==> src/rtl/gw_pkg.sv <==
package gw_pkg;
  localparam int GW_CODE_W      = 7;  // bits kept by the shift register
  localparam int GW_FINE_W      = 3;  // vernier field width
  localparam int GW_COARSE_SPAN = 8;  // coarse field value giving zero coarse attenuation
  localparam int GW_SYNC_STAGES = 2;  // synchroniser depth
endpackage

==> src/rtl/gw_sync.sv <==
module gw_sync #(
  parameter int              WIDTH   = 3,
  parameter int              STAGES  = 2,
  parameter logic [WIDTH-1:0] RST_VAL = '0
) (
  input  logic             clk,
  input  logic             rst_n,
  input  logic [WIDTH-1:0] din,
  output logic [WIDTH-1:0] dout
);
  for (genvar b = 0; b < WIDTH; b++) begin : g_bit
    logic [STAGES-1:0] chain_q;
    logic [STAGES-1:0] chain_d;

    always_comb begin
      chain_d = {chain_q[STAGES-2:0], din[b]};
    end

    always_ff @(posedge clk or negedge rst_n) begin
      if (!rst_n) chain_q <= {STAGES{RST_VAL[b]}};
      else        chain_q <= chain_d;
    end

    assign dout[b] = chain_q[STAGES-1];
  end
endmodule

==> src/rtl/gw_shift.sv <==
module gw_shift #(
  parameter int CODE_W = 7
) (
  input  logic              clk,
  input  logic              rst_n,
  input  logic              sck_s,
  input  logic              ldn_s,
  input  logic              dat_s,
  output logic [CODE_W-1:0] latch_code,
  output logic              latch_valid,
  output logic              ld_rise
);
  logic              sck_p_q;
  logic              ldn_p_q;
  logic [CODE_W-1:0] sh_q, sh_d;
  logic [CODE_W-1:0] lat_q, lat_d;
  logic              vld_q, vld_d;
  logic              sck_rise;
  logic              shift_en;

  assign sck_rise = sck_s & ~sck_p_q;
  assign ld_rise  = ldn_s & ~ldn_p_q;
  assign shift_en = sck_rise & ~ldn_s;

  always_comb begin
    sh_d  = sh_q;
    lat_d = lat_q;
    vld_d = vld_q;
    if (shift_en) sh_d = {sh_q[CODE_W-2:0], dat_s};
    if (ld_rise) begin
      lat_d = sh_q;
      vld_d = 1'b1;
    end
  end

  always_ff @(posedge clk or negedge rst_n) begin
    if (!rst_n) begin
      sck_p_q <= 1'b0;
      ldn_p_q <= 1'b1;
      sh_q    <= '0;
      lat_q   <= '0;
      vld_q   <= 1'b0;
    end else begin
      sck_p_q <= sck_s;
      ldn_p_q <= ldn_s;
      if (shift_en) sh_q  <= sh_d;
      if (ld_rise)  lat_q <= lat_d;
      if (ld_rise)  vld_q <= vld_d;
    end
  end

  assign latch_code  = lat_q;
  assign latch_valid = vld_q;
endmodule

==> src/rtl/gw_decode.sv <==
module gw_decode #(
  parameter int CODE_W      = 7,
  parameter int FINE_W      = 3,
  parameter int COARSE_SPAN = 8,
  localparam int CRS_W      = CODE_W - FINE_W
) (
  input  logic [CODE_W-1:0] code,
  output logic [CRS_W-1:0]  coarse,
  output logic [FINE_W-1:0] fine
);
  localparam logic [CRS_W-1:0] SPAN = CRS_W'(COARSE_SPAN);

  logic [CRS_W-1:0]  crs_field;
  logic [FINE_W-1:0] fin_field;

  assign crs_field = code[CODE_W-1:FINE_W];
  assign fin_field = code[FINE_W-1:0];

  always_comb begin
    if (crs_field > SPAN) coarse = '0;
    else                  coarse = SPAN - crs_field;
    fine = {FINE_W{1'b1}} - fin_field;
  end
endmodule

==> src/rtl/gainword_ctrl.sv <==
module gainword_ctrl
  import gw_pkg::*;
#(
  parameter int CODE_W      = GW_CODE_W,
  parameter int FINE_W      = GW_FINE_W,
  parameter int COARSE_SPAN = GW_COARSE_SPAN,
  parameter int SYNC_STAGES = GW_SYNC_STAGES,
  localparam int CRS_W      = CODE_W - FINE_W
) (
  input  logic              clk,
  input  logic              rst_n,
  input  logic              ser_clk,
  input  logic              ser_load_n,
  input  logic              ser_dat,
  input  logic              tx_en,
  input  logic              sleep_n,
  output logic [CODE_W-1:0] gain_code,
  output logic [CRS_W-1:0]  coarse_atten,
  output logic [FINE_W-1:0] fine_atten,
  output logic              gain_valid,
  output logic              fwd_tx,
  output logic              sleep_mode
);
  // reset: asserted asynchronously, released on a clock edge
  logic [1:0] rst_q;
  logic       rst_int_n;

  always_ff @(posedge clk or negedge rst_n) begin
    if (!rst_n) rst_q <= 2'b00;
    else        rst_q <= {rst_q[0], 1'b1};
  end
  assign rst_int_n = rst_q[1];

  logic [2:0] ser_s;
  logic       ld_rise;

  gw_sync #(
    .WIDTH   (3),
    .STAGES  (SYNC_STAGES),
    .RST_VAL (3'b010)
  ) i_sync (
    .clk   (clk),
    .rst_n (rst_int_n),
    .din   ({ser_dat, ser_load_n, ser_clk}),
    .dout  (ser_s)
  );

  gw_shift #(
    .CODE_W (CODE_W)
  ) i_shift (
    .clk         (clk),
    .rst_n       (rst_int_n),
    .sck_s       (ser_s[0]),
    .ldn_s       (ser_s[1]),
    .dat_s       (ser_s[2]),
    .latch_code  (gain_code),
    .latch_valid (gain_valid),
    .ld_rise     (ld_rise)
  );

  gw_decode #(
    .CODE_W      (CODE_W),
    .FINE_W      (FINE_W),
    .COARSE_SPAN (COARSE_SPAN)
  ) i_decode (
    .code   (gain_code),
    .coarse (coarse_atten),
    .fine   (fine_atten)
  );

  // mode outputs follow their inputs without a clock
  assign sleep_mode = ~sleep_n;
  assign fwd_tx     = tx_en & sleep_n & gain_valid;
endmodule

==> config.mk <==
export PLATFORM = sky130hd
export DESIGN_NAME = gainword_ctrl
export DESIGN_NICKNAME = d
export VERILOG_FILES = /design/src/rtl/gw_pkg.sv /design/src/rtl/gw_sync.sv /design/src/rtl/gw_shift.sv /design/src/rtl/gw_decode.sv /design/src/rtl/gainword_ctrl.sv
export SDC_FILE = /design/constraint.sdc
export NUM_CORES = 1
export LEC_CHECK = 0
export BUFFER_PORTS_ARGS = -buffer_cell sky130_fd_sc_hd__buf_2
export CAP_MARGIN = 20
export CORE_UTILIZATION = 40
export CTS_CLUSTER_DIAMETER = 40
export DETAILED_ROUTE_END_ITERATION = 10
export SETUP_SLACK_MARGIN = 0.02
export SYNTH_ARGS = -nofsm -noshare
export SYNTH_HDL_FRONTEND = slang
export SYNTH_HIERARCHICAL = 1
export SYNTH_SLANG_ARGS = --single-unit
==> constraint.sdc <==
create_clock -name clk -period 2.16 [get_ports clk]
set_input_delay 0.432 -clock clk [delete_from_list [all_inputs] [get_ports clk]]
set_output_delay 0.432 -clock clk [all_outputs]
set_load 0.02 [all_outputs]
==> results.md <==
- The final setup violation count is 0.
- The share of total power in sequential cells is 47.5%.
- The kind of cell adding the most delay to the critical path is flip-flops.
- The library cell contributing the largest single delay on the critical path is dfrtp_1.
- Counting the fill cells in the layout gives approximately 210.
- At the end of the flow the core is filled with cells to approximately 50%.
- The count of buffers added on input and output ports is 23.
- The max-cap check violation count is 0.
- The final antenna-violating net count is 0.
- The initial antenna violation count is 0.
- Dividing the detail-routed via count by the number of cells gives about 4.5.
- The total clock buffers created by CTS is 3.
- After detailed placement, the design holds a cell count of 111.
- The post-layout net count is between 90 and 100.
- VDD sags by at most 0.000864 V.
- The buffer depth of the longest clock path is 2.
- The internal portion of the total power is 0.911 mW.
- The routed via count is approximately 520.
- The number of standard cells after synthesis is 63.
- The placed instances occupy a cell area of about 1100 µm².
- The number of nets in the synthesized netlist is a little over 70.
- In the post-route analysis, the smallest setup slack over all paths is around 0.27 ns.
- The non-filler instance count after layout is 116.
- The routability-driven placement congestion ratio is 0.634.
- After routing the design area is between 1000 and 1500 µm².
- After clock tree synthesis, the clock-pin slew on the worst setup and hold paths is 0.12 ns.
- Prior to clock tree synthesis, the placed netlist has a worst setup slack of between 0.6 and 0.7 ns.
- The path with the worst hold slack has its endpoint at i_sync/g_bit[1].chain_q[0].
- In this run the most critical hold path is launched from ser_load_n.
- In this run, the clock network consumes around an eighth of the power.
- The final clock skew is between 0.0015 and 0.002 ns.
- The critical path is of the reg -> out type.
- The run finished with clean final reports.
- In this run the power density over the cells is roughly 1300 nW/µm².
- The tree is rooted in a clkbuf_4.
- During synthesis, Yosys emitted a total of 6 warnings.
- In the final layout, flip-flops and latches occupy 629 µm².
- The buffer and inverter count on the worst path is 1.
- The mapped cell area is ~940 µm².
- Along the worst path, the maximum fanout reaches 7.
- The number of gates resized after CTS was 0.
- The standard-cell row count is 17.
- The height of the die is 50.6 µm.
- Traced cell by cell, the critical path runs through or3_1 > a21oi_1 > buf_2.
- For this design the total switching power over the nets is 0.559 mW.
- The category of the worst setup path launch point is a flop.
- Detailed placement finished with a half-perimeter wire length of 931 µm.
- The per-instance average area after synthesis is 15.0 µm².
- The effective utilization at floorplan is 42.6%.
- The routed design has 1330 µm of wire.
- TritonCTS built the clock tree.
- The cell count of the worst reg-to-reg path is 3.
- The worst hold slack across all endpoints is 0.214 ns.
- The die footprint is 2560 µm².
- 24 I/O pins were placed.
- Measured along the x axis, the die boundary spans 50.6 µm.
- The routed design could run at a clock period as short as 1.89 ns.
- The total congestion overflow after global routing is 0.
- The fraction of final layout cells sized beyond drive strength 1 is 52.3%.
- In this run the number of cells on the critical path is 3.
- Setup slack on the worst reg-to-reg path comes out at just over 0.8 ns.
- The iteration count of the initial detailed-routing pass is 4.
- The period utilization is 87.3%.
- In this run the tightest slew margin relative to its limit is 41.0%.
- Leaving out fill and tap cells, the most frequent cell in the layout is buf_2.
- The number of levels in the clock H-tree is 1.
- After detailed routing, the number of remaining DRC violations is 0.
- After detailed routing, the average wire length per cell comes to 11.5 µm.
- The critical path data arrival time is 1.45 ns.
- The global-route wire length before repair is 2280 µm.
- The multi-input combinational cells in the finished layout cover a total of approximately 260 µm².
- In this run, the combinational gates consume 39.4% of the power.
- The repair_antennas step left the layout with diodes totalling 0.
- The type of the tightest min-delay check is in -> reg.
- The biggest cell delay along the critical path is 0.46 ns.
- CTS saw 25 sinks.
- The later-pin clock latency in the skew report is 0.30 ns.
- The number of hold violations in the final report is 0.
- Based on the critical path, the design can be clocked at up to 530 MHz.
- The first routing iteration left 3 violations.
- Counting distinct cell types in the post-synthesis netlist gives 18.
- The overall fraction of global-route tracks in use is 12.0%.
- The library cells used most frequently in the layout, excluding fill and tap cells, are buf_2 (23), dfrtp_1 (22), mux2_2 (14), inv_1 (6).
- The number of cells on the worst hold path is 1.
- Relative to the synthesized area, the layout overhead comes to 17.4%.
- Setup repair after global routing left no endpoint under its margin.
- Summing internal, switching and leakage power gives roughly 1.5 mW.
- The via count of the first global-routing pass is roughly 520.
- The number of slew-limit violations in the final report is 0.
- The final total negative setup slack is 0 ns.
- After floorplanning, the core was sized to cover 2210 µm².
- The actual transition at the worst max-transition pin is 0.885 ns.
- The worst register-to-register path begins at i_sync/g_bit[1].chain_q[1].
- In this run switching power makes up 38.0% of total power.
- The analysis attributes to cell leakage a power of 0.544 nW.
- The register bit total from synthesis is 25.
- The maximum number of pins on one net before global-route repair is 24.
- Sequential cells were found to cover 66.7% of the synthesized design area.
- The endpoint class of the critical path is an output port.
- At the worst endpoint, the required time is 1.73 ns.
- The endpoint identified for the worst register-to-register timing path is i_shift/latch_code[0].
## cells in the mapped netlist
| library cell | number | area (µm²) |
|---|---|---|
| a21boi_0 | 1 | 7.51 |
| a21oi_1 | 2 | 10.0 |
| and3_1 | 1 | 6.26 |
| buf_4 | 4 | 30.0 |
| conb_1 | 1 | 3.75 |
| dfrtp_1 | 22 | 551 |
| dfstp_2 | 3 | 78.8 |
| ha_1 | 1 | 12.5 |
| inv_1 | 6 | 22.5 |
| mux2_2 | 14 | 158 |
| nand2b_1 | 1 | 6.26 |
| nor2_1 | 1 | 3.75 |
| nor2b_1 | 1 | 6.26 |
| nor3b_4 | 1 | 18.8 |
| o211ai_1 | 1 | 7.51 |
| or2_2 | 1 | 6.26 |
| or3_1 | 1 | 6.26 |
| xor2_1 | 1 | 8.76 |
## state kept, by name, summed over array words and instances, names as in the netlist
name and cells:
i_sync/g_bit.chain_q 6, i_shift/ldn_p_q 1, i_shift/latch_code 7, i_shift/latch_valid 1, i_shift/sh_q 7, rst_q 2, i_shift/sck_p_q 1
## power groups by stage
stage | sequential, mW | clock (mW) | combinational (mW)
2_1_floorplan | 0.754 | 0 | 0.341
3_3_place_gp | 0.702 | 0 | 0.573
3_5_place_dp | 0.711 | 0 | 0.579
4_1_cts | 0.701 | 0.209 | 0.584
5_1_grt | 0.722 | 0.228 | 0.627
6_report | 0.699 | 0.192 | 0.579
## final cells by class
type / count / share of cell area (%)
inverters: 6 / 2.03
flip-flops and latches: 25 / 56.8
multi-input cells: 28 / 23.6
clock buffers: 4 / 2.37
repair buffers: 25 / 12.0
well taps: 28 / 3.16
## routing by layer
metal	vias to the layer above	part of all wire [%]	track usage [%]
met5	-	0	0
met4	0	1.1	6.94
met3	2	4.8	1.82
met2	18	45	20.0
met1	249	49	14.7
li1	254	-	-
## worst max-delay path by stage
| stage | from | endpoint | slack (ns) |
|---|---|---|---|
| 2_1_floorplan | i_shift/latch_code[3] | coarse_atten[1] | 0.39 |
| 3_3_place_gp | i_shift/latch_code[6] | coarse_atten[3] | 0.65 |
| 3_5_place_dp | i_shift/latch_code[6] | coarse_atten[3] | 0.63 |
| 4_1_cts | i_shift/latch_code[6] | coarse_atten[3] | 0.26 |
| 5_1_grt | i_shift/latch_code[3] | coarse_atten[3] | 0.12 |
| 6_report | i_shift/latch_code[6] | coarse_atten[3] | 0.27 |
## kinds of logic (layout without fill, tap and decap cells)
| group | Yosys count | after routing | share of synthesized area, % |
|---|---|---|---|
| mux | 14 | 14 | 16.7 |
| other cells | 1 | 1 | 0.397 |
| fa+ha+maj | 1 | 1 | 1.33 |
| flops | 25 | 25 | 66.7 |
| compound gates | 4 | 4 | 2.65 |
| xor+xnor | 1 | 1 | 0.929 |
| simple gates | 7 | 7 | 5.70 |
| buf+inv | 10 | 35 | 5.57 |
## what timing repair did
action	4_1_cts	5_1_grt
buffers inserted	0	0
endpoints found under the hold margin	2	0
hold buffers	1	0
## worst register-to-register path, stage by stage, from the launching register on
cell	delay, ns
dfstp_2	0.59
nor2b_1	0.13
buf_4	0.18
mux2_2	0.35
(Power assumes the default switching activity.)
